==> src/rtl/retire_queue.sv <==
module retire_queue #(
  parameter int DEPTH    = 8,
  parameter int PC_W     = 32,
  parameter int DATA_W   = 32,
  parameter int REG_W    = 5,
  parameter int WB_PORTS = 2,
  localparam int IDX_W   = $clog2(DEPTH)
) (
  input  logic                       clk,
  input  logic                       rst_n,
  input  logic                       alloc_valid,
  input  logic [PC_W-1:0]            alloc_pc,
  input  logic [REG_W-1:0]           alloc_dst,
  output logic                       alloc_ready,
  output logic [IDX_W-1:0]           alloc_idx,
  input  logic [WB_PORTS-1:0]        wb_valid,
  input  logic [WB_PORTS*IDX_W-1:0]  wb_idx,
  input  logic [WB_PORTS*DATA_W-1:0] wb_value,
  input  logic [WB_PORTS-1:0]        wb_fault,
  output logic                       commit_en,
  output logic [REG_W-1:0]           commit_dst,
  output logic [DATA_W-1:0]          commit_value,
  output logic                       trap_req,
  output logic [PC_W-1:0]            trap_pc,
  input  logic                       flush,
  output logic                       full,
  output logic                       empty,
  input  logic [REG_W-1:0]           lookup_reg,
  output logic                       lookup_hit,
  output logic [IDX_W-1:0]           lookup_idx,
  output logic                       lookup_ready,
  output logic [DATA_W-1:0]          lookup_value
);
  localparam int PTR_W = IDX_W + 1;

  logic [PC_W-1:0]   pc_q  [DEPTH];
  logic [REG_W-1:0]  dst_q [DEPTH];
  logic [DATA_W-1:0] val_q [DEPTH];
  logic [DEPTH-1:0]  done_q, fault_q;
  logic [PTR_W-1:0]  head_ptr, tail_ptr, used;
  logic [IDX_W-1:0]  head_idx, tail_idx;
  logic              trap_sent, head_done, alloc_fire;

  assign head_idx    = head_ptr[IDX_W-1:0];
  assign tail_idx    = tail_ptr[IDX_W-1:0];
  assign used        = tail_ptr - head_ptr;
  assign empty       = (used == '0);
  assign full        = (used == PTR_W'(DEPTH));
  assign alloc_ready = !full;
  assign alloc_idx   = tail_idx;
  assign alloc_fire  = alloc_valid && !full && !flush;

  assign head_done    = !empty && done_q[head_idx];
  assign commit_en    = head_done && !fault_q[head_idx] && !flush;
  assign commit_dst   = dst_q[head_idx];
  assign commit_value = val_q[head_idx];
  assign trap_req     = head_done && fault_q[head_idx] && !trap_sent;
  assign trap_pc      = pc_q[head_idx];

  always_ff @(posedge clk or negedge rst_n) begin
    if (!rst_n) begin
      head_ptr  <= '0;
      tail_ptr  <= '0;
      trap_sent <= 1'b0;
    end else if (flush) begin
      tail_ptr  <= head_ptr;
      trap_sent <= 1'b0;
    end else begin
      if (commit_en)  head_ptr  <= head_ptr + 1'b1;
      if (alloc_fire) tail_ptr  <= tail_ptr + 1'b1;
      if (trap_req)   trap_sent <= 1'b1;
    end
  end

  always_ff @(posedge clk or negedge rst_n) begin
    if (!rst_n) begin
      done_q  <= '0;
      fault_q <= '0;
    end else begin
      for (int p = 0; p < WB_PORTS; p++) begin
        if (wb_valid[p]) begin
          done_q[wb_idx[p*IDX_W +: IDX_W]]  <= 1'b1;
          fault_q[wb_idx[p*IDX_W +: IDX_W]] <= wb_fault[p];
        end
      end
      if (alloc_fire) begin
        done_q[tail_idx]  <= 1'b0;
        fault_q[tail_idx] <= 1'b0;
      end
    end
  end

  always_ff @(posedge clk) begin
    for (int p = 0; p < WB_PORTS; p++)
      if (wb_valid[p]) val_q[wb_idx[p*IDX_W +: IDX_W]] <= wb_value[p*DATA_W +: DATA_W];
    if (alloc_fire) begin
      pc_q[tail_idx]  <= alloc_pc;
      dst_q[tail_idx] <= alloc_dst;
    end
  end

  always_comb begin
    lookup_hit = 1'b0;
    lookup_idx = head_idx;
    for (int k = 0; k < DEPTH; k++) begin
      if (PTR_W'(k) < used && dst_q[head_idx + IDX_W'(k)] == lookup_reg) begin
        lookup_hit = 1'b1;
        lookup_idx = head_idx + IDX_W'(k);
      end
    end
  end

  assign lookup_ready = lookup_hit && done_q[lookup_idx];
  assign lookup_value = val_q[lookup_idx];
endmodule

==> config.mk <==
export PLATFORM = sky130hd
export DESIGN_NAME = retire_queue
export DESIGN_NICKNAME = d
export VERILOG_FILES = /design/src/rtl/retire_queue.sv
export SDC_FILE = /design/constraint.sdc
export NUM_CORES = 1
export LEC_CHECK = 0
export BUFFER_PORTS_ARGS = -buffer_cell sky130_fd_sc_hd__buf_2
export CAP_MARGIN = 15
export CORE_ASPECT_RATIO = 1.1
export CORE_MARGIN = 3
export CORE_UTILIZATION = 45
export DETAILED_ROUTE_END_ITERATION = 7
export GPL_ROUTABILITY_DRIVEN = 1
export MAX_ROUTING_LAYER = met4
export PLACE_DENSITY = 0.72
export SLEW_MARGIN = 20
export SYNTH_ARGS = -nofsm -noshare
export SYNTH_HDL_FRONTEND = slang
export SYNTH_SLANG_ARGS = --single-unit
==> constraint.sdc <==
create_clock -name clk -period 12.6 [get_ports clk]
set_input_delay 2.52 -clock clk [delete_from_list [all_inputs] [get_ports clk]]
set_output_delay 2.52 -clock clk [all_outputs]
set_load 0.03 [all_outputs]
==> Flow_metrics.wiki <==
{| class="wikitable"
! Metric !! Value
|-
| Post-synth EDFFs || 552
|-
| Max Fanout on Critical Path || 67
|-
| Max-slew violations || 0
|-
| Overall die height || between 200 and 300 um
|-
| Overall via count from detail_route || roughly 20000
|-
| Most instantiated flip-flop cell in the synthesis netlist || sky130_fd_sc_hd__edfxtp_1
|-
| Detailed-router iteration count before antenna repair || 5
|-
| Synth area leader || sky130_fd_sc_hd__edfxtp_1
|-
| Post-DR wirelength/cell || around 27 um
|-
| Hold Fails Final Rpt || 0
|-
| Starting utilization of the core area || 0.4559
|-
| Hold/Removal Path Class || reg2reg
|-
| P&R area growth vs syn || 12.47%
|-
| Period Utilization, post-route || 0.8212
|-
| Category of the most critical setup path || reg2out
|-
| Chain of cells forming the critical path || clkinv_2, ha_1, a21oi_1, and3_1, nor2_1, o311ai_0, nor2_1, a2111o_1, a32oi_1, o31a_2, buf_4, inv_2, buf_4, a2111oi_0, nor4_1, buf_2
|-
| Synthesized instance count || roughly 2000
|-
| Mapped Area || 30380 um2
|-
| Syn Nets || approximately 2200
|-
| Number of antenna violations at the first check in global routing || 27
|-
| H-Tree Level Count || 2
|-
| Largest net degree at the start of global routing || ~120
|-
| Routed met2 length || ~43 mm
|-
| Outcome || complete, no violations
|-
| Family with the most delay on the worst path || buffers and inverters
|-
| RSZ-0062 raised after global routing || no
|-
| Number of nets with antenna violations after detailed routing || 0
|-
| Clock tree from TritonCTS || yes
|-
| Ranking of synthesized cells by area || sky130_fd_sc_hd__edfxtp_1, sky130_fd_sc_hd__mux4_2, sky130_fd_sc_hd__mux2_2, sky130_fd_sc_hd__a2111oi_0, sky130_fd_sc_hd__nand2_1
|-
| Sum Neg Setup Slack || 0 ps
|-
| Required time reported for the critical path endpoint || around 10000 ps
|-
| CTS buffer count || between 50 and 60
|-
| Starting DRT DRC Count || between 2000 and 2500
|-
| Routed WL || roughly 86 mm
|-
| Share of async-settable or async-resettable flops after synthesis || 0.04333
|-
| Gp weighted congestion || roughly 0.90
|-
| Std-Cell Rows || 99
|-
| Worst-margin pin slew || approximately 1100 ps
|-
| DRT met1 WL || around 32 mm
|-
| Post-CTS sizing || 0
|-
| MaxCap Viol Count || 0
|-
| Master of the slowest instance on the critical path || sky130_fd_sc_hd__dfrtp_4
|-
| Overall Global Routing Usage || 0.2460
|-
| Yosys reg bits || slightly below 600
|-
| Clock root buffer master || sky130_fd_sc_hd__clkbuf_16
|-
| Startpoint kind of the worst setup timing path || flop
|-
| Number of warnings issued by yosys || 0
|-
| Buffers inserted by post-CTS timing repair || 0
|-
| Synthesized area per cell || between 10 and 15 um2
|-
| Core region area || between 60000 and 70000 um2
|-
| Signal arrival time at the worst endpoint || 7830 ps
|-
| Count of endpoints failing setup in the final report || 0
|-
| Wire length on met3 || 7.253 mm
|-
| Top achievable clock speed || just under 100 MHz
|-
| Share of the synthesized area in the top cell type || 0.5456
|-
| DPL Wire Length || 48.68 mm
|-
| Die width || around 250 um
|-
| I/O pin total || 234
|-
| Yosys cell types || between 60 and 70
|-
| Worst relative slew slack || 0.2765
|-
| Time the worst path needs with I/O delays and setup || roughly 10000 ps
|-
| Post-CTS clock slew at the launch and capture registers of the worst setup and hold paths || 60 ps
|-
| Highest signal layer in the routed design || met4
|-
| Via count of the first global-routing pass || roughly 21000
|-
| Sum of overflow across all layers after global routing || 0
|-
| Final #Nets || roughly 2300
|-
| Global-route wire length before repair || ~130 mm
|-
| Hold-fix buffers, CTS || 0
|-
| Buffers plus inverters on the worst setup path || 5
|-
| Final worst clock skew || 46.36 ps
|-
| Post-synthesis sequential area ratio || 0.5662
|-
| Area of the die || between 70000 and 80000 um2
|-
| Bufs on Longest Clock Path || 3
|-
| Most common cell in the synthesized netlist || sky130_fd_sc_hd__edfxtp_1
|-
| Clock latency of the later-clocked register in the worst-skew pair || around 650 ps
|-
| Clock tree sinks || between 500 and 600
|-
| Critical Path Sink Type || output port
|-
| Residual DRC count || 0
|-
| Average vias per placed instance || approximately 6.4
|-
| Synth top cells by count || sky130_fd_sc_hd__edfxtp_1, sky130_fd_sc_hd__mux2_2, sky130_fd_sc_hd__nand2_1
|-
| Proportion of layout cells with a drive suffix above 1 || 0.3656
|-
| Slowest Stage Delay on Critical Path || between 900 and 1000 ps
|-
| Total of buffers placed on input and output ports || between 200 and 250
|}
[cells by family (layout without fill, tap and decap cells)]
family	Yosys count	count (layout)	synth area share
flip-flops	577	577	0.5662
XOR/XNOR	60	60	0.01841
AO/OA/AOI/OAI	184	184	0.05041
multiplexers	494	494	0.2456
adder cells (fa/ha/maj)	8	8	0.003542
AND/OR/NAND/NOR	523	523	0.08509
other	0	29	0
buffers and inverters	191	397	0.03077
[area by class of cell]
type	instances	area (um2)
inverter	16	61.31
tap	858	1074
sequential	577	17210
clock inverter	39	390.4
clock buffer	71	1521
antenna	29	72.57
fill	5430	32470
multi-input combinational	1269	12370
timing repair buffer	271	1468
[metal layers]
metal	GRT usage	up-vias
met2	0.4000	1031
met1	0.2974	10210
met5	-	-
met3	0.04402	259
met4	0.1207	0
li1	-	8560
[placed cells by master, fill, tap and decap left out, drive strengths merged, types with 2 or more instances in the layout]
| cell type | Yosys | final |
|---|---|---|
| o21ai | 11 | 11 |
| o311ai | 2 | 2 |
| nor2 | 41 | 41 |
| mux4 | 172 | 172 |
| nand2b | 8 | 8 |
| a21o | 2 | 2 |
| xor2 | 27 | 27 |
| nor4 | 37 | 37 |
| nor2b | 8 | 8 |
| mux2i | 65 | 65 |
| ha | 7 | 7 |
| a2111oi | 132 | 132 |
| and3 | 138 | 138 |
| o2111ai | 2 | 2 |
| mux2 | 257 | 257 |
| clkinvlp | 0 | 3 |
| nor3 | 13 | 13 |
| inv | 16 | 18 |
| a21oi | 14 | 14 |
| dfrtp | 25 | 25 |
| o211ai | 2 | 2 |
| diode | 0 | 29 |
| clkinv | 0 | 29 |
| nand4 | 6 | 6 |
| clkbuf | 103 | 71 |
| xnor2 | 33 | 33 |
| a32oi | 2 | 2 |
| buf | 72 | 271 |
| or3 | 5 | 5 |
| edfxtp | 552 | 552 |
| a211oi | 6 | 6 |
| nand3b | 4 | 4 |
| bufinv | 0 | 5 |
| nand3 | 19 | 19 |
| and2 | 5 | 5 |
| nand2 | 233 | 233 |
[through the flow]
step,setup WS [ps],cells,area [um2],util,hold WS [ps]
after global placement,3145,2991,32180,0.4829,493.2
after floorplan,4068,2037,30380,-,474.8
final,2253,3130,34170,0.5127,516.9
after detailed placement,3175,2991,32180,0.4829,501.4
after CTS,2439,3101,34090,0.5115,515.9
after global routing,2016,3125,34150,0.5125,535.7
[state kept, by name, indices dropped and copies added (netlist names)]
register	count
tail_ptr	4
val_q	256
fault_q	8
dst_q	40
pc_q	256
trap_sent	1
head_ptr	4
done_q	8
[final timing paths]
check | startpoint | end | slack (ps) | depth (start not counted)
min in group asynchronous | rst_n | done_q[0] | 1880 | 1
setup reg to reg | head_ptr[2] | pc_q[0][25] | 7420 | 10
max in group asynchronous | rst_n | head_ptr[2] | 10220 | 1
setup / recovery | head_ptr[2] | lookup_value[29] | 2250 | 16
hold / removal | head_ptr[3] | head_ptr[3] | 520 | 1
hold reg to reg | head_ptr[3] | head_ptr[3] | 520 | 1
Power is not shown: default switching activity piles up to over one toggle a cycle in this logic, so the estimate is an artifact.
